==> src/rtl/exc_entry_pkg.sv <==
package exc_entry_pkg;

    localparam int XLEN        = 32;
    localparam int SEL_W       = 16;
    localparam int VEC_W       = 8;
    localparam int LIM_W       = 16;
    localparam int TBL_W       = XLEN + LIM_W;
    localparam int GATE_W      = 64;
    localparam int WORD_BYTES  = 4;
    localparam int GATE_BYTES  = 8;
    localparam int GATE_SHIFT  = $clog2(GATE_BYTES);
    localparam int FRAME_MAX   = 5;
    localparam int FRAME_KERN  = 3;
    localparam int IDX_W       = $clog2(FRAME_MAX);
    localparam logic [VEC_W-1:0] STEP_VEC = VEC_W'(1);

    typedef enum logic [1:0] {
        EV_FAULT = 2'b00,
        EV_TRAP  = 2'b01,
        EV_INTR  = 2'b10
    } ev_class_e;

    typedef enum logic [1:0] {
        S_IDLE,
        S_PUSH,
        S_DREQ,
        S_DWAIT
    } seq_state_e;

    // Word order on the stack: index 0 is pushed first.
    typedef struct packed {
        logic [XLEN-1:0] old_ss;
        logic [XLEN-1:0] old_sp;
        logic [XLEN-1:0] flags;
        logic [XLEN-1:0] cs;
        logic [XLEN-1:0] eip;
    } frame_t;

    typedef struct packed {
        logic [SEL_W-1:0] sel;
        logic [XLEN-1:0]  entry;
        logic [15:0]      attr;
    } gate_t;

    function automatic logic [XLEN-1:0] pick_return(
        input ev_class_e       cls,
        input logic [XLEN-1:0] here,
        input logic [XLEN-1:0] after
    );
        return (cls == EV_FAULT) ? here : after;
    endfunction

    function automatic logic gate_fits(
        input logic [VEC_W-1:0] vec,
        input logic [LIM_W-1:0] lim
    );
        logic [LIM_W:0] last_byte;
        last_byte = (LIM_W+1)'({vec, {GATE_SHIFT{1'b1}}});
        return last_byte <= {1'b0, lim};
    endfunction

endpackage

==> src/rtl/exc_event_sel.sv <==
module exc_event_sel
    import exc_entry_pkg::*;
(
    input  logic             evt_valid_i,
    input  ev_class_e        evt_class_i,
    input  logic [VEC_W-1:0] evt_vec_i,
    input  logic             retire_i,
    input  logic             trap_flag_i,
    output logic             start_o,
    output ev_class_e        cls_o,
    output logic [VEC_W-1:0] vec_o
);
    logic step_due;
    assign step_due = retire_i & trap_flag_i;
    assign start_o  = evt_valid_i | step_due;

    always_comb begin
        if (evt_valid_i) begin
            cls_o = evt_class_i;
            vec_o = evt_vec_i;
        end else begin
            cls_o = EV_TRAP;
            vec_o = STEP_VEC;
        end
    end
endmodule

==> src/rtl/exc_frame_mux.sv <==
module exc_frame_mux
    import exc_entry_pkg::*;
(
    input  frame_t           frame_i,
    input  logic [IDX_W-1:0] idx_i,
    output logic [XLEN-1:0]  word_o
);
    always_comb begin
        case (idx_i)
            IDX_W'(0): word_o = frame_i.old_ss;
            IDX_W'(1): word_o = frame_i.old_sp;
            IDX_W'(2): word_o = frame_i.flags;
            IDX_W'(3): word_o = frame_i.cs;
            default:   word_o = frame_i.eip;
        endcase
    end
endmodule

==> src/rtl/exc_gate_decode.sv <==
module exc_gate_decode
    import exc_entry_pkg::*;
(
    input  logic [GATE_W-1:0] desc_i,
    output gate_t             gate_o
);
    assign gate_o.sel   = desc_i[31:16];
    assign gate_o.entry = {desc_i[63:48], desc_i[15:0]};
    assign gate_o.attr  = desc_i[47:32];
endmodule

==> src/rtl/exc_entry_seq.sv <==
module exc_entry_seq
    import exc_entry_pkg::*;
(
    input  logic              clk,
    input  logic              rst,
    input  logic              evt_valid_i,
    input  logic [1:0]        evt_class_i,
    input  logic [VEC_W-1:0]  evt_vector_i,
    input  logic              retire_i,
    input  logic              trap_flag_i,
    input  logic              user_mode_i,
    input  logic [XLEN-1:0]   cur_ip_i,
    input  logic [XLEN-1:0]   next_ip_i,
    input  logic [SEL_W-1:0]  cur_cs_i,
    input  logic [SEL_W-1:0]  cur_ss_i,
    input  logic [XLEN-1:0]   cur_sp_i,
    input  logic [XLEN-1:0]   cur_flags_i,
    input  logic [SEL_W-1:0]  tss_ss_i,
    input  logic [XLEN-1:0]   tss_sp_i,
    input  logic [TBL_W-1:0]  idt_reg_i,
    output logic              busy_o,
    output logic              mw_valid_o,
    output logic [XLEN-1:0]   mw_addr_o,
    output logic [SEL_W-1:0]  mw_seg_o,
    output logic [XLEN-1:0]   mw_data_o,
    output logic              dr_valid_o,
    output logic [XLEN-1:0]   dr_addr_o,
    input  logic              dr_rvalid_i,
    input  logic [GATE_W-1:0] dr_data_i,
    output logic              done_o,
    output logic [SEL_W-1:0]  new_cs_o,
    output logic [XLEN-1:0]   new_ip_o,
    output logic [15:0]       gate_attr_o,
    output logic [SEL_W-1:0]  new_ss_o,
    output logic [XLEN-1:0]   new_sp_o,
    output logic              limit_err_o
);
    localparam logic [IDX_W-1:0] IDX_USER = '0;
    localparam logic [IDX_W-1:0] IDX_KERN = IDX_W'(FRAME_MAX - FRAME_KERN);
    localparam logic [IDX_W-1:0] IDX_LAST = IDX_W'(FRAME_MAX - 1);
    localparam logic [XLEN-1:0]  SP_STEP  = XLEN'(WORD_BYTES);

    seq_state_e       state_q;
    logic [XLEN-1:0]  sp_q;
    logic [SEL_W-1:0] ss_q;
    logic [IDX_W-1:0] idx_q;
    logic [VEC_W-1:0] vec_q;
    frame_t           frame_q;
    gate_t            gate_q;
    logic             done_q;
    logic             err_q;

    logic             start;
    ev_class_e        sel_cls;
    logic [VEC_W-1:0] sel_vec;
    logic [XLEN-1:0]  push_word;
    gate_t            gate_dec;
    logic [XLEN-1:0]  tbl_base;
    logic [LIM_W-1:0] tbl_lim;

    assign tbl_base = idt_reg_i[TBL_W-1:LIM_W];
    assign tbl_lim  = idt_reg_i[LIM_W-1:0];

    exc_event_sel u_sel (
        .evt_valid_i (evt_valid_i),
        .evt_class_i (ev_class_e'(evt_class_i)),
        .evt_vec_i   (evt_vector_i),
        .retire_i    (retire_i),
        .trap_flag_i (trap_flag_i),
        .start_o     (start),
        .cls_o       (sel_cls),
        .vec_o       (sel_vec)
    );

    exc_frame_mux u_mux (
        .frame_i (frame_q),
        .idx_i   (idx_q),
        .word_o  (push_word)
    );

    exc_gate_decode u_gate (
        .desc_i (dr_data_i),
        .gate_o (gate_dec)
    );

    always_ff @(posedge clk) begin
        if (rst) begin
            state_q <= S_IDLE;
            sp_q    <= '0;
            ss_q    <= '0;
            idx_q   <= '0;
            vec_q   <= '0;
            frame_q <= '0;
            gate_q  <= '0;
            done_q  <= 1'b0;
            err_q   <= 1'b0;
        end else begin
            done_q <= 1'b0;
            err_q  <= 1'b0;
            case (state_q)
                S_IDLE: begin
                    if (start) begin
                        if (!gate_fits(sel_vec, tbl_lim)) begin
                            err_q <= 1'b1;
                        end else begin
                            vec_q          <= sel_vec;
                            frame_q.old_ss <= XLEN'(cur_ss_i);
                            frame_q.old_sp <= cur_sp_i;
                            frame_q.flags  <= cur_flags_i;
                            frame_q.cs     <= XLEN'(cur_cs_i);
                            frame_q.eip    <= pick_return(sel_cls, cur_ip_i, next_ip_i);
                            if (user_mode_i) begin
                                sp_q  <= tss_sp_i;
                                ss_q  <= tss_ss_i;
                                idx_q <= IDX_USER;
                            end else begin
                                sp_q  <= cur_sp_i;
                                ss_q  <= cur_ss_i;
                                idx_q <= IDX_KERN;
                            end
                            state_q <= S_PUSH;
                        end
                    end
                end
                S_PUSH: begin
                    sp_q <= sp_q - SP_STEP;
                    if (idx_q == IDX_LAST) begin
                        state_q <= S_DREQ;
                    end else begin
                        idx_q <= idx_q + 1'b1;
                    end
                end
                S_DREQ: begin
                    state_q <= S_DWAIT;
                end
                S_DWAIT: begin
                    if (dr_rvalid_i) begin
                        gate_q  <= gate_dec;
                        done_q  <= 1'b1;
                        state_q <= S_IDLE;
                    end
                end
                default: state_q <= S_IDLE;
            endcase
        end
    end

    assign busy_o      = (state_q != S_IDLE);
    assign mw_valid_o  = (state_q == S_PUSH);
    assign mw_addr_o   = sp_q - SP_STEP;
    assign mw_seg_o    = ss_q;
    assign mw_data_o   = push_word;
    assign dr_valid_o  = (state_q == S_DREQ);
    assign dr_addr_o   = tbl_base + (XLEN'(vec_q) << GATE_SHIFT);
    assign done_o      = done_q;
    assign new_cs_o    = gate_q.sel;
    assign new_ip_o    = gate_q.entry;
    assign gate_attr_o = gate_q.attr;
    assign new_ss_o    = ss_q;
    assign new_sp_o    = sp_q;
    assign limit_err_o = err_q;

    // consecutive pushes step the stack down one word
    a_r4_push_step: assert property (@(posedge clk) disable iff (rst)
        (mw_valid_o && $past(mw_valid_o)) |-> (mw_addr_o == $past(mw_addr_o) - SP_STEP));

    // the stack segment does not change within a frame
    a_r5_seg_steady: assert property (@(posedge clk) disable iff (rst)
        (mw_valid_o && $past(mw_valid_o)) |-> $stable(mw_seg_o));

    // one descriptor read per entry
    a_r6_single_read: assert property (@(posedge clk) disable iff (rst)
        dr_valid_o |=> !dr_valid_o);

    // the read follows the last push
    a_r6_read_after_push: assert property (@(posedge clk) disable iff (rst)
        $fell(mw_valid_o) |-> dr_valid_o);

    // done is a single-cycle pulse
    a_r7_done_pulse: assert property (@(posedge clk) disable iff (rst)
        done_o |=> !done_o);

    // an out-of-limit vector starts nothing
    a_r8_err_idle: assert property (@(posedge clk) disable iff (rst)
        limit_err_o |-> (!busy_o && !done_o));

    // after an error no write follows
    a_r8_err_no_write: assert property (@(posedge clk) disable iff (rst)
        limit_err_o |=> !mw_valid_o);

    // write, read and done never overlap
    a_r10_phases: assert property (@(posedge clk) disable iff (rst)
        $onehot0({mw_valid_o, dr_valid_o, done_o, limit_err_o}));

endmodule

==> config.mk <==
export PLATFORM = sky130hd
export DESIGN_NAME = exc_entry_seq
export DESIGN_NICKNAME = d
export VERILOG_FILES = /design/src/rtl/exc_entry_pkg.sv /design/src/rtl/exc_event_sel.sv /design/src/rtl/exc_frame_mux.sv /design/src/rtl/exc_gate_decode.sv /design/src/rtl/exc_entry_seq.sv
export SDC_FILE = /design/constraint.sdc
export NUM_CORES = 1
export LEC_CHECK = 0
export ABC_AREA = 1
export BUFFER_PORTS_ARGS = -buffer_cell sky130_fd_sc_hd__buf_2
export CAP_MARGIN = 5
export CORE_AREA = 2 2 221 223
export CTS_CLUSTER_DIAMETER = 80
export DETAILED_ROUTE_END_ITERATION = 6
export DIE_AREA = 0 0 223 225
export GPL_TIMING_DRIVEN = 0
export SLEW_MARGIN = 25
export SYNTH_ARGS = -nofsm -noshare
export SYNTH_HDL_FRONTEND = slang
export SYNTH_HIERARCHICAL = 1
export SYNTH_SLANG_ARGS = --single-unit
==> constraint.sdc <==
create_clock -name clk -period 4.2 [get_ports clk]
set_clock_uncertainty 0.05 [all_clocks]
set_input_delay 0.21 -clock clk [delete_from_list [all_inputs] [get_ports clk]]
set_output_delay 0.21 -clock clk [all_outputs]
set_load 0.005 [all_outputs]
# --- After elaboration in Yosys (flattened, before gate mapping) ---
# Cells that the tools add are included.
classes:
  add_sub_neg: 3
  mul: 0
  div_mod_pow: 0
  order_cmp: 1
  n_eq_ne: 12
  shifts: 0
  n_mux: 21
  n_bitwise: 5
  reduce_logical: 12
ops:
  columns: ["op", "count"]
  rows:
  - ["$mux W32", 4]
  - ["$pmux W32 S4", 1]
  - ["$pmux W32 S2", 1]
  - ["$add A32 B11 Y32", 1]
  - ["$sub A32 B3 Y32 const B", 1]
  - ["$le A11 B16 Y1", 1]
  - ["$mux W16", 1]
  - ["$mux W2", 6]
  - ["$mux W3", 3]
  - ["$mux W8", 1]
  - ["$ne A2 B2 Y1 const B", 4]
  - ["$pmux W2 S4", 1]
  - ["$reduce_and A4 Y1", 2]
  - ["$eq A3 B2 Y1 const B", 2]
  - ["$pmux W3 S2", 1]
  - ["$reduce_and A3 Y1", 2]
  - ["$eq A2 B2 Y1 const B", 2]
  - ["$logic_not A2 Y1", 2]
  - ["$reduce_bool A2 Y1", 2]
  - ["$add A3 B1 Y3 const B", 1]
  - ["$eq A3 B1 Y1 const B", 1]
  - ["$eq A3 B3 Y1 const B", 1]
  - ["$logic_not A3 Y1", 1]
  - ["$not A1 Y1", 3]
  - ["other kinds (8)", 9]
totals:
  reg_bits: 255
  latchBits: 0
  mem_bits_rw: 0
  mem_bits_ro: 0
  in_bits: 337
  output_inout_bits: 229
  elab_cells: 69
  mem_count: 0

# --- Logic depth before layout (Yosys ltp) ---
# Gate-level depths: netlist (run 1).
logic_depth:
  ltp_word: 5
  ltp_mapped: 16
  mapped_depth_nobuf: 14

# --- Hierarchy ---
# Netlist (run 1), hierarchy kept.
modules_own_cells:
  columns: ["module", "n_inst", "cells_per_inst", "area_per_inst_um2", "seq_area_each_um2"]
  rows:
  - ["exc_entry_seq", 1, 1847, 12773.5, 5104.9]
  - ["exc_frame_mux", 1, 327, 1626.6, 0.0]
  - ["exc_gate_decode", 1, 64, 480.5, 0.0]
  - ["exc_event_sel", 1, 24, 97.6, 0.0]

# --- Least setup slack after synthesis (run 1) ---
# OpenSTA, ideal clock, no wires.
synth_path:
  kind: "register to output"
  start: "reg vec_q[0]"
  end: "out dr_addr_o[17]"
  arrival_time_ns: 1.778
  required_ns: 3.940
  setup_slack_ns: 2.162
  stages_incl_launch_ff: 10
  n_path_buf: 0
  cell_sequence: "dfxtp_1 -> ha_1 -> fa_1 -> nand3_1 -> nand3_1 -> a21oi_1 -> o21ai_2 -> nand2_1 -> nor2_2 -> xor2_1"
synth_via:
  elab_chain_cells: 1
synth_rtl:
  columns: ["element", "line", "rtl"]
  rows:
  - ["from (decl)", "exc_entry_seq.sv:47", "logic [VEC_W-1:0] vec_q;"]
  - ["from (signal assigned)", "exc_entry_seq.sv:106", "vec_q <= sel_vec;"]
  - ["$add A32 B11 Y32", "exc_entry_seq.sv:154", "assign dr_addr_o = tbl_base + (XLEN'(vec_q) << GATE_SHIFT);"]
  - ["to (decl)", "exc_entry_seq.sv:27", "output logic [XLEN-1:0] dr_addr_o,"]
# No other way between the ends.

# --- Final worst setup path (run 1) ---
# Same ends and word-level chain as after synthesis.

==> summary.txt, run 1 <==
Clocking
  – Clock transition at path regs: 60 ps
  – CTS tree: done
  – Number of post-CTS setup repair buffers: 0
  – CTS H-Tree Depth: 2
  – Cts bufs inserted: 35
  – Hold buffer count at CTS: 183
  – Clk_lat worst skew: 550 ps
  – # resized after CTS: 0
  – Buffer type at the clock tree root: clkbuf_16
  – Clk sinks: around 260
  – Clock tree buffer depth: 3

Logic synthesis
  – Synth Area in Compound Gates: 9.66%
  – Post-Synth Adder-Cell Area: 2.14%
  – EDFF count, synth: 0
  – Synthesized area: 15000 sq um
  – Synth Instances: 2262
  – Average size of a mapped cell: 6.62 sq um
  – Simple-Gate Fraction of Synth Area: ~36%
  – Post-synthesis mux area share: ~2.4%
  – Post-synthesis sequential area ratio: 34.1%
  – Synth async-reset ratio: 0%
  – Yosys reg bits: 255
  – Main combinational cell family by area after synthesis: simple AND/OR/NAND/NOR gates
  – Main synth FF type: dfxtp_1
  – Warnings, synthesis: 6
  – Post-Synth XOR/XNOR Area: 2.51%
  – Synth unique cells: 42

STA
  – Hold Slack: 20.5 ps
  – Fin. max-slew vios: 0
  – Slew HR: 45.0%
  – Post-Route Setup TNS: 0 ps
  – RSZ-0062 raised after global routing: no
  – Highest clock rate: around 0.32 GHz
  – Final setup viols: 0
  – Post-layout min period: approximately 3100 ps
  – Final worst path period share: 74.3%
  – Hold Violations, Final: 0
  – Worst slew pin tran: 821 ps

Setup path
  – Critical path peak fanout: 5
  – CP Class: reg -> out
  – Startpoint Class: flop
  – Critical path required time: around 4000 ps
  – Crit path max-delay family: simple AND/OR/NAND/NOR gates
  – Worst Setup End Kind: output pin
  – CP peak stage delay: 380 ps
  – Reg2Reg Setup Slack: 1750 ps
  – Slowest cell on crit path: dfxtp_1
  – Worst EP arrival: 2860 ps
  – Buf+Inv Stages, Crit Path: 1
  – Worst r2r dst: mw_seg_o[1]$_SDFFE_PP0P_
  – CP cell instances: ha_1 > fa_1 > nand3_1 > nand3_1 > a21oi_1 > o21ai_2 > nand2_1 > nor2_2 > xor2_1 > buf_2
  – R2R depth: 9
  – Reg2reg start: state_q[0]$_SDFFE_PP0P_
  – Most common cell on crit path: nand3_1

Detailed routing
  – Via count: ~18000
  – Iteration count of the initial detailed-routing pass: 5
  – Via-to-Cell Ratio: 4.89
  – WL/cell: 18.5 um
  – Routed Antenna Nets: 0
  – WL final: 67700 um
  – DRC viols: 0
  – Detailed Route Iter0 Violations: ~1000

Floorplan
  – Die Wd: 223 um
  – Top Ports: 566
  – Starting Density: between 30% and 40%
  – Die extent in y: 225 um
  – DIE AREA: 50200 sq um
  – # rows: 80
  – CORE AREA: 47500 sq um

Power and ir drop
  – Maximum vdd drop: 290 uV
  – Sw Ratio: 41.5%
  – Clock network fraction of design power: approximately 27%
  – Power Total: ~12 mW
  – Switching power: 4.87 mW
  – Pleak: 10.5 nW
  – Internal: 6.87 mW
  – Power per cell area: 548 nW/um^2
  – Share of total power in sequential cells: ~29%
  – Combinational power share: a little over two fifths

Finish
  – Final Util: 45.1%
  – Final Non-Filler Cells: 3658
  – Fin nets: 3373
  – Share of cells above drive strength 1: 25.7%
  – Synth-to-Final Area Change: 43.1%

Global route
  – Total grt overflow: 0
  – Vias in the first global route: 17600
  – Antenna violations before repair: 8
  – Total track usage: 25.9%
  – First-pass GRT wire length: 99800 um
  – Largest net degree at the start of global routing: 14

Worst hold path
  – HP Start: dr_data_i[48]
  – Min-delay worst type: in -> reg
  – Worst hold stages: 3
  – Worst Hold Path EP: new_ip_o[16]$_SDFFE_PP0P_

Placed design
  – RD Place Congestion: 0.978
  – Buffers added on ports: 498
  – HPWL after DPL: 53700 um
  – Cell count after placement: 3406

Status
  – Outcome: complete, no violations

Job
  – Max Cap Violations: 0
final cells by class:
type,instances,area (sq um)
Sequential cell,255,5100
Antenna cell,6,15.0
Inverter,106,403
Timing Repair Buffer,681,4320
Multi-Input combinational cell,1693,8070
Clock buffer,45,963
Fill cell,4949,26100
Clock inverter,18,267
Buffer,239,1510
Tap cell,615,769
power by group through the flow:
stage	Combinational, mW	Clock, mW	Sequential, mW
after floorplan	3.10	0	3.30
after global placement	4.91	0	3.40
after detailed placement	4.97	0	3.41
after CTS	5.13	3.26	3.37
after global routing	5.70	3.36	3.43
final	5.16	3.21	3.37
layout by cell type (no fill, tap or decap), types with 2 or more instances in the layout:
master | synthesis | layout
buf_2 | 42 | 540
o211ai_1 | 10 | 10
inv_1 | 100 | 100
ha_1 | 24 | 24
diode_2 | 0 | 6
clkbuf_1 | 52 | 57
inv_6 | 1 | 4
o31ai_1 | 3 | 3
buf_1 | 18 | 18
or2_2 | 11 | 11
clkbuf_8 | 2 | 7
nand3_1 | 253 | 253
nand2_1 | 567 | 567
clkbuf_16 | 0 | 35
and2_1 | 4 | 4
conb_1 | 1 | 32
mux2_2 | 32 | 32
buf_6 | 20 | 20
clkinv_1 | 2 | 2
buf_4 | 105 | 105
a21oi_1 | 172 | 172
clkinv_2 | 0 | 7
xnor2_1 | 10 | 10
nor3_1 | 20 | 20
dlygate4sd3_1 | 0 | 183
nand4_1 | 78 | 78
nor2_1 | 335 | 335
o21ai_0 | 90 | 90
bufinv_16 | 0 | 5
xor2_1 | 33 | 33
dfxtp_1 | 255 | 255
nand3b_1 | 2 | 2
nor4_1 | 3 | 3
nand3_2 | 2 | 2
inv_2 | 3 | 3
layer usage:
metal | global-route usage (%) | vias to the layer above | wire, um | share of wire, %
li1 | - | 8794 | - | -
met2 | 45.6 | 738 | 32500 | 48
met4 | 11.3 | 4 | 2920 | 4.3
met3 | 4.95 | 139 | 4690 | 6.9
met5 | 0 | - | 27 | 0.040
met1 | 30.6 | 8224 | 27600 | 41
synthesized netlist by cell type, types with 2 or more instances:
cell / instances / area share (%)
nand2_1: 567 / 14
nor2_1: 335 / 8.4
dfxtp_1: 255 / 34
nand3_1: 253 / 8.5
a21oi_1: 172 / 5.7
buf_4: 105 / 5.3
inv_1: 100 / 2.5
o21ai_0: 90 / 3.0
nand4_1: 78 / 3.3
clkbuf_1: 52 / 1.3
buf_2: 42 / 1.4
xor2_1: 33 / 1.9
mux2_2: 32 / 2.4
ha_1: 24 / 2.0
buf_6: 20 / 1.5
nor3_1: 20 / 0.67
buf_1: 18 / 0.45
or2_2: 11 / 0.46
o211ai_1: 10 / 0.50
xnor2_1: 10 / 0.58
and2_1: 4 / 0.17
inv_2: 3 / 0.075
nor4_1: 3 / 0.13
o31ai_1: 3 / 0.15
clkbuf_8: 2 / 0.18
clkinv_1: 2 / 0.050
nand3_2: 2 / 0.13
nand3b_1: 2 / 0.10
cells by family (layout without fill, tap and decap cells):
kind of cell	after synthesis	after routing
buffers and inverters	345	1089
other	1	38
xor gates and xnor gates	43	43
and+or+nand+nor	1281	1281
AOI/OAI and AO/OA	280	280
DFF	255	255
muxes	32	32
adders and majority gates	25	25
flip-flops by register name, summed over array words and instances (netlist names), 3 cells and up:
| name | flops |
|---|---|
| frame_q | 128 |
| new_ip_o | 32 |
| new_sp_o | 32 |
| gate_attr_o | 16 |
| mw_seg_o | 16 |
| new_cs_o | 16 |
| vec_q | 8 |
| idx_q | 3 |
metrics by stage:
stage               cell area [sq um]  setup slack (ps)
finish                          21400              1080
global route                    21400               962
CTS                             21400              1090
detailed placement              18400              1680
global placement                18400              1710
floorplan                       15100              2160
worst min-delay path, cell delays in order:
cell and delay, ps:
buf_4 80, o21ai_0 170, nor2_1 120
worst max path at each step:
| stage | startpoint | end | cells after the start |
|---|---|---|---|
| floorplan | vec_q[0]$_SDFFE_PP0P_ | dr_addr_o[17] | 9 |
| global placement | evt_valid_i | frame_q[65]$_SDFFE_PP0P_ | 15 |
| detailed placement | evt_valid_i | frame_q[29]$_SDFFE_PP0P_ | 15 |
| CTS | vec_q[0]$_SDFFE_PP0P_ | dr_addr_o[17] | 10 |
| global route | vec_q[0]$_SDFFE_PP0P_ | dr_addr_o[17] | 10 |
| finish | vec_q[0]$_SDFFE_PP0P_ | dr_addr_o[17] | 10 |
Note: power is estimated with default switching activity, not from simulation.
==> run 2, diff against run 1 <==
- clock period: 4.2 -> 2.6 ns (I/O delays scaled with it)
==> summary.txt, run 2 (same netlist as run 1, synthesis figures left out) <==
Status
  – Outcome: complete, no violations (unchanged)

Setup path
  – Buf+Inv Stages, Crit Path: 2 (was 1)
  – Worst EP arrival: 2390 ps (was 2860 ps)
  – Critical path peak fanout: 4 (was 5)
  – Startpoint Class: flop (unchanged)
  – CP cell instances: ha_4 > fa_2 > nand3_2 > nand3_2 > a21oi_2 > o21ai_2 > buf_4 > nand3_2 > xor2_1 > buf_2 (was ha_1 > fa_1 > nand3_1 > nand3_1 > a21oi_1 > o21ai_2 > nand2_1 > nor2_2 > xor2_1 > buf_2)
  – Worst Setup End Kind: output pin (unchanged)
  – Critical path required time: 2420 ps (was 3940 ps)
  – Slowest cell on crit path: dfxtp_4 (was dfxtp_1)
  – CP Class: reg -> out (unchanged)
  – Crit path max-delay family: adder cells (was simple AND/OR/NAND/NOR gates)
  – CP peak stage delay: 360 ps (was 380 ps)
  – Most common cell on crit path: nand3_2 (was nand3_1)

Power and ir drop
  – Maximum vdd drop: 465 uV (was 290 uV)
  – Power per cell area: 854 nW/um^2 (was 548 nW/um^2)
  – Power Total: 19.2 mW (was 11.7 mW)
  – Pleak: 10.9 nW (was 10.5 nW)

Clocking
  – CTS tree: done (unchanged)
  – Clk sinks: 255 (unchanged)
  – Clk_lat worst skew: 540 ps (was 550 ps)
  – CTS H-Tree Depth: 2 (unchanged)
  – Buffer type at the clock tree root: clkbuf_16 (unchanged)
  – Clock transition at path regs: 60 ps (about the same)
  – Cts bufs inserted: 35 (unchanged)
  – Clock tree buffer depth: 3 (unchanged)

Global route
  – Antenna violations before repair: 5 (was 8)
  – Total track usage: 26.5% (was 25.9%)
  – Total grt overflow: 0 (unchanged)
  – Largest net degree at the start of global routing: 14 (unchanged)
  – Vias in the first global route: 18300 (was 17600)
  – First-pass GRT wire length: 103000 um (was 99800 um)

Job
  – Max Cap Violations: 0 (unchanged)

Finish
  – Synth-to-Final Area Change: 50.3% (was 43.1%)
  – Commonest non-fill, non-tap cell in the layout: nand2_1 (unchanged)
  – Commonest cells after routing, fill and taps aside: nand2_1 (562), buf_2 (540), nor2_1 (330), dlygate4sd3_1 (266), dfxtp_1 (253) (was nand2_1 (567), buf_2 (540), nor2_1 (335), dfxtp_1 (255), nand3_1 (253))
  – Top reg by flops: frame_q (unchanged)
  – Final Util: 47.3% (was 45.1%)
  – # fillers: 4857 (was 4949)
  – Max FFs per register: 128 (unchanged)
  – Final Non-Filler Cells: 3749 (was 3658)
  – Share of cells above drive strength 1: 26.2% (was 25.7%)
  – Fin nets: 3466 (was 3373)

STA
  – RSZ-0062 raised after global routing: yes (was no)
  – Highest clock rate: 0.389 GHz
  – Final worst path period share: 98.8%
  – Post-layout min period: 2570 ps
  – Slew HR: 45.5% (was 45.0%)
  – Post-Route Setup TNS: 0 ps (unchanged)
  – Hold Violations, Final: 0 (unchanged)
  – Final setup viols: 0 (unchanged)
  – Fin. max-slew vios: 0 (unchanged)
  – Worst slew pin tran: 815 ps (was 821 ps)

Floorplan
  – Die Wd: 223 um (unchanged)
  – Top Ports: 566 (unchanged)
  – DIE AREA: 50200 sq um (unchanged)
  – Starting Density: 31.5% (unchanged)
  – # rows: 80 (unchanged)
  – CORE AREA: 47500 sq um (unchanged)
  – Die extent in y: 225 um (unchanged)

Placed design
  – Cell count after placement: 3406 (unchanged)
  – RD Place Congestion: 0.978 (unchanged)
  – HPWL after DPL: 53700 um (unchanged)
  – Buffers added on ports: 498 (unchanged)

Detailed routing
  – Iteration count of the initial detailed-routing pass: 5 (unchanged)
  – WL final: 69600 um (was 67700 um)
  – DRC viols: 0 (unchanged)
  – Via-to-Cell Ratio: 4.92 (was 4.89)
  – Via count: 18500 (was 17900)
  – WL/cell: 18.6 um (was 18.5 um)
  – Routed Antenna Nets: 0 (unchanged)
  – Detailed Route Iter0 Violations: 1121 (was 1007)

Worst hold path
  – Min-delay worst type: in -> reg (unchanged)
run 2: per-stage QoR:
stage | hold slack [ps] | setup slack (ps) | cell area [sq um]
after floorplan | 244 | 642 | 15100
after global placement | 332 | 190 | 18400
after detailed placement | 337 | 155 | 18400
after CTS | 0.977 | -64.3 | 22400
after global routing | 32.7 | -57.1 | 22500
final | 19.4 | 31.4 | 22500
run 2: layer usage:
layer,up-vias,wire length (um),GRT usage (%)
met5,-,13,0
met4,2,3240,12.4
met3,168,4760,4.90
met2,798,33600,46.9
met1,8521,28000,31.1
li1,8973,-,-
run 2: area by class of cell:
cell class	count	area, sq um	share of cell area (%)
repair buffers	774	5230	23.2
flip-flops and latches	255	5110	22.7
inverters	106	403	1.79
clock inverters	18	267	1.18
diodes	4	10.0	0.0445
multi-input cells	1693	8240	36.6
clock buffers	45	963	4.28
well taps	615	769	3.42
plain buffers	239	1510	6.73
run 2: path summary, 6_finish.rpt:
kind / cells after the start / startpoint / slack [ps] / endpoint
worst max-delay path: 10 / vec_q[0]$_SDFFE_PP0P_ / 30 / dr_addr_o[27]
worst min register to register: 2 / frame_q[65]$_SDFFE_PP0P_ / 410 / frame_q[65]$_SDFFE_PP0P_
worst min-delay path: 5 / tss_sp_i[28] / 20 / new_sp_o[28]$_SDFFE_PP0P_
worst max register to register: 9 / state_q[0]$_SDFFE_PP0P_ / 160 / mw_seg_o[1]$_SDFFE_PP0P_
run 2: repair_timing:
item	CTS	global route
pin swaps	11	10
resized for setup	26	12
setup buffers	7	3
hold buffers	266	0
endpoints found under the hold margin	236	0
endpoints found under the setup margin	25	18
run 2: power breakdown:
part           switching (mW)  internal [mW]  leakage (nW)
registers               0.703           4.76          2.09
clock network            2.04           3.15         0.607
logic                    5.23           3.34          8.18
total                    7.97           11.3          10.9
run 2: tightest hold or removal path, cell delays in order:
cell      delay, ps
buf_2            90
o211ai_1        140
nand2_1         100
nor2_1           30
nor2_1           80
==> run 3, diff against run 2 <==
--- a/config.mk
+++ b/config.mk
@@ -10,6 +10,6 @@
 export CAP_MARGIN = 5
-export CORE_AREA = 2 2 221 223
+export CORE_AREA = 2 2 223 225
 export CTS_CLUSTER_DIAMETER = 80
 export DETAILED_ROUTE_END_ITERATION = 6
-export DIE_AREA = 0 0 223 225
+export DIE_AREA = 0 0 225 227
 export GPL_TIMING_DRIVEN = 0
==> constraint.sdc (replaced) <==
create_clock -name clk -period 2.4 [get_ports clk]
set_clock_uncertainty 0.05 [all_clocks]
set_input_delay 0.24 -clock clk [delete_from_list [all_inputs] [get_ports clk]]
set_output_delay 0.24 -clock clk [all_outputs]
set_load 0.005 [all_outputs]
==> summary.txt, run 3 (same netlist as run 1, synthesis figures left out) <==
Status
  – Outcome: finished, violations left (was complete, no violations)
  – Violations in the final reports: negative setup slack

Finish
  – Synth-to-Final Area Change: 45.6% (was 50.3%)
  – Design area: 21800 sq um (was 22500 sq um)
  – Final Util: 44.9% (was 47.3%)
  – Commonest non-fill, non-tap cell in the layout: nand2_1 (unchanged)
  – Share of cells above drive strength 1: 29.4% (was 26.2%)
  – Top reg by flops: frame_q (unchanged)
  – Commonest cells after routing, fill and taps aside: nand2_1 (550), buf_2 (539), nor2_1 (317), dfxtp_1 (248), nand3_1 (242) (was nand2_1 (562), buf_2 (540), nor2_1 (330), dlygate4sd3_1 (266), dfxtp_1 (253))
  – Max FFs per register: 128 (unchanged)
  – # fillers: 4973 (was 4857)
  – Fin nets: 3372 (was 3466)

Detailed routing
  – DRC viols: 0 (unchanged)
  – Via-to-Cell Ratio: 4.95 (was 4.92)
  – Via count: 18100 (was 18500)
  – Iteration count of the initial detailed-routing pass: 5 (unchanged)
  – WL/cell: 18.8 um (was 18.6 um)
  – WL final: 69000 um (was 69600 um)
  – Detailed Route Iter0 Violations: 1176 (was 1121)
  – Routed Antenna Nets: 0 (unchanged)

Power and ir drop
  – Pleak: 10.6 nW (was 10.9 nW)
  – Maximum vdd drop: 486 uV (was 465 uV)
  – Power per cell area: 943 nW/um^2 (was 854 nW/um^2)

STA
  – Fin. max-slew vios: 0 (unchanged)
  – Final setup viols: 21 (was 0)
  – Hold Violations, Final: 0 (unchanged)
  – RSZ-0062 raised after global routing: yes (unchanged)
  – Worst slew pin tran: 825 ps (was 815 ps)
  – Final worst path period share: 111%
  – Slew HR: 44.8% (was 45.5%)
  – Highest clock rate: roughly 0.38 GHz
  – Post-layout min period: 2650 ps
  – Fin worst setup slack: -255 ps (was 31.4 ps)

Floorplan
  – Die Wd: 225 um (was 223 um)
  – Top Ports: 566 (unchanged)
  – DIE AREA: 51100 sq um (was 50200 sq um)
  – Die extent in y: 227 um (was 225 um)
  – CORE AREA: 48500 sq um (was 47500 sq um)
  – # rows: 81 (was 80)
  – Starting Density: 30.9% (was 31.5%)

Setup path
  – Slowest cell on crit path: dfxtp_4 (unchanged)
  – Reg2Reg Setup Slack: 100 ps (was 160 ps)
  – Critical path peak fanout: 5 (was 4)
  – CP cell instances: ha_4 > fa_2 > nand3_2 > nand3_4 > a21oi_4 > o21ai_4 > nand2_2 > nor2_4 > xor2_1 > buf_2 (was ha_4 > fa_2 > nand3_2 > nand3_2 > a21oi_2 > o21ai_2 > buf_4 > nand3_2 > xor2_1 > buf_2)
  – Critical path required time: 2110 ps (was 2420 ps)
  – Worst Setup End Kind: output pin (unchanged)
  – Startpoint Class: flop (unchanged)
  – Worst EP arrival: 2360 ps (was 2390 ps)
  – CP peak stage delay: 360 ps (about the same)
  – CP Class: reg -> out (unchanged)

Clocking
  – Clk_lat worst skew: 530 ps (was 540 ps)
  – CTS tree: done (unchanged)
  – Buffer type at the clock tree root: clkbuf_16 (unchanged)
  – Clock tree buffer depth: 3 (unchanged)
  – CTS H-Tree Depth: 2 (unchanged)
  – Clk sinks: 255 (unchanged)
  – Clock transition at path regs: 60 ps (about the same)
  – Cts bufs inserted: 34 (was 35)

Global route
  – Total track usage: 25.7% (was 26.5%)
  – Met2 usage: 44.8% (was 46.9%)
  – Antenna violations before repair: 16 (was 5)
  – GR Util met1: 30.5% (was 31.1%)
  – Vias in the first global route: 17500 (was 18300)
  – Total grt overflow: 0 (unchanged)
  – Largest net degree at the start of global routing: 12 (was 14)
  – Grt peak-use layer: met2 (unchanged)
  – First-pass GRT wire length: 100000 um (was 103000 um)
  – Met3 Use GR: 4.99% (was 4.90%)

Placed design
  – Place WS: -215 ps (was 155 ps)
  – HPWL after DPL: 54400 um (was 53700 um)
  – RD Place Congestion: 0.944 (was 0.978)
  – Placed cell areas: 18400 sq um (about the same)
  – Buffers added on ports: 498 (unchanged)

Worst hold path
  – Min-delay worst type: in -> reg (unchanged)

Job
  – Max Cap Violations: 0 (unchanged)
[run 3: metrics by stage]
| stage | TNS [ps] | instances | hold slack, ps | total power, mW |
|---|---|---|---|---|
| 3_3_place_gp | -20680 | 3413 | 397 | 14.6 |
| 5_1_grt | -3890 | 3658 | 5.40 | 21.9 |
| 4_1_cts | -2200 | 3642 | 1.89 | 20.4 |
| 6_report | -2300 | 3662 | 14.4 | 20.6 |
| 3_5_place_dp | -19750 | 3413 | 401 | 14.7 |
| 2_1_floorplan | 0 | 2293 | 354 | 11.2 |
[run 3: repair_timing]
| item | 4_1_cts | 5_1_grt |
|---|---|---|
| endpoints found under the setup margin | 67 | 81 |
| hold buffers | 152 | 0 |
| pin swaps | 35 | 20 |
| hold endpoints to repair | 152 | 0 |
| gates resized for setup | 101 | 34 |
| setup buffers | 21 | 10 |
[run 3: power by group]
| group | total, mW | internal, mW | switching, mW |
|---|---|---|---|
| Clock | 5.10 | 3.09 | 2.01 |
| Sequential | 5.98 | 5.16 | 0.816 |
| Combinational | 9.49 | 3.72 | 5.77 |
| Total | 20.6 | 12.0 | 8.60 |
[run 3: layout make-up]
class | instances | area [sq um] | share of cell area [%]
Buffer | 239 | 1530 | 7.01
Multi-Input combinational cell | 1693 | 8580 | 39.3
Sequential cell | 255 | 5120 | 23.5
Tap cell | 622 | 778 | 3.57
Clock buffer | 48 | 995 | 4.56
Antenna cell | 10 | 25.0 | 0.115
Inverter | 106 | 403 | 1.85
Timing Repair Buffer | 681 | 4270 | 19.6
Clock inverter | 8 | 104 | 0.476
[run 3: path summary, 6_finish.rpt]
path | start | endpoint | cells past startpoint
max | vec_q[0]$_SDFFE_PP0P_ | dr_addr_o[17] | 10
min | cur_sp_i[20] | frame_q[116]$_SDFFE_PP0P_ | 3
max reg2reg | state_q[1]$_SDFFE_PP0P_ | mw_seg_o[11]$_SDFFE_PP0P_ | 9
min reg2reg | frame_q[30]$_SDFFE_PP0P_ | frame_q[30]$_SDFFE_PP0P_ | 2
[run 3: metal layers]
layer	up-vias	wire length (um)
met5	-	82
met4	12	3160
met3	164	5000
met2	769	32900
met1	8381	27900
li1	8790	-
[run 3: worst max-delay path, delay by kind of cell, from the launching register on]
family,cells,cell delay (ps)
adders and majority gates,2,530
DFF,1,360
and+or+nand+nor,4,350
AOI/OAI and AO/OA,2,270
xor gates and xnor gates,1,190
buffers and inverters,1,140
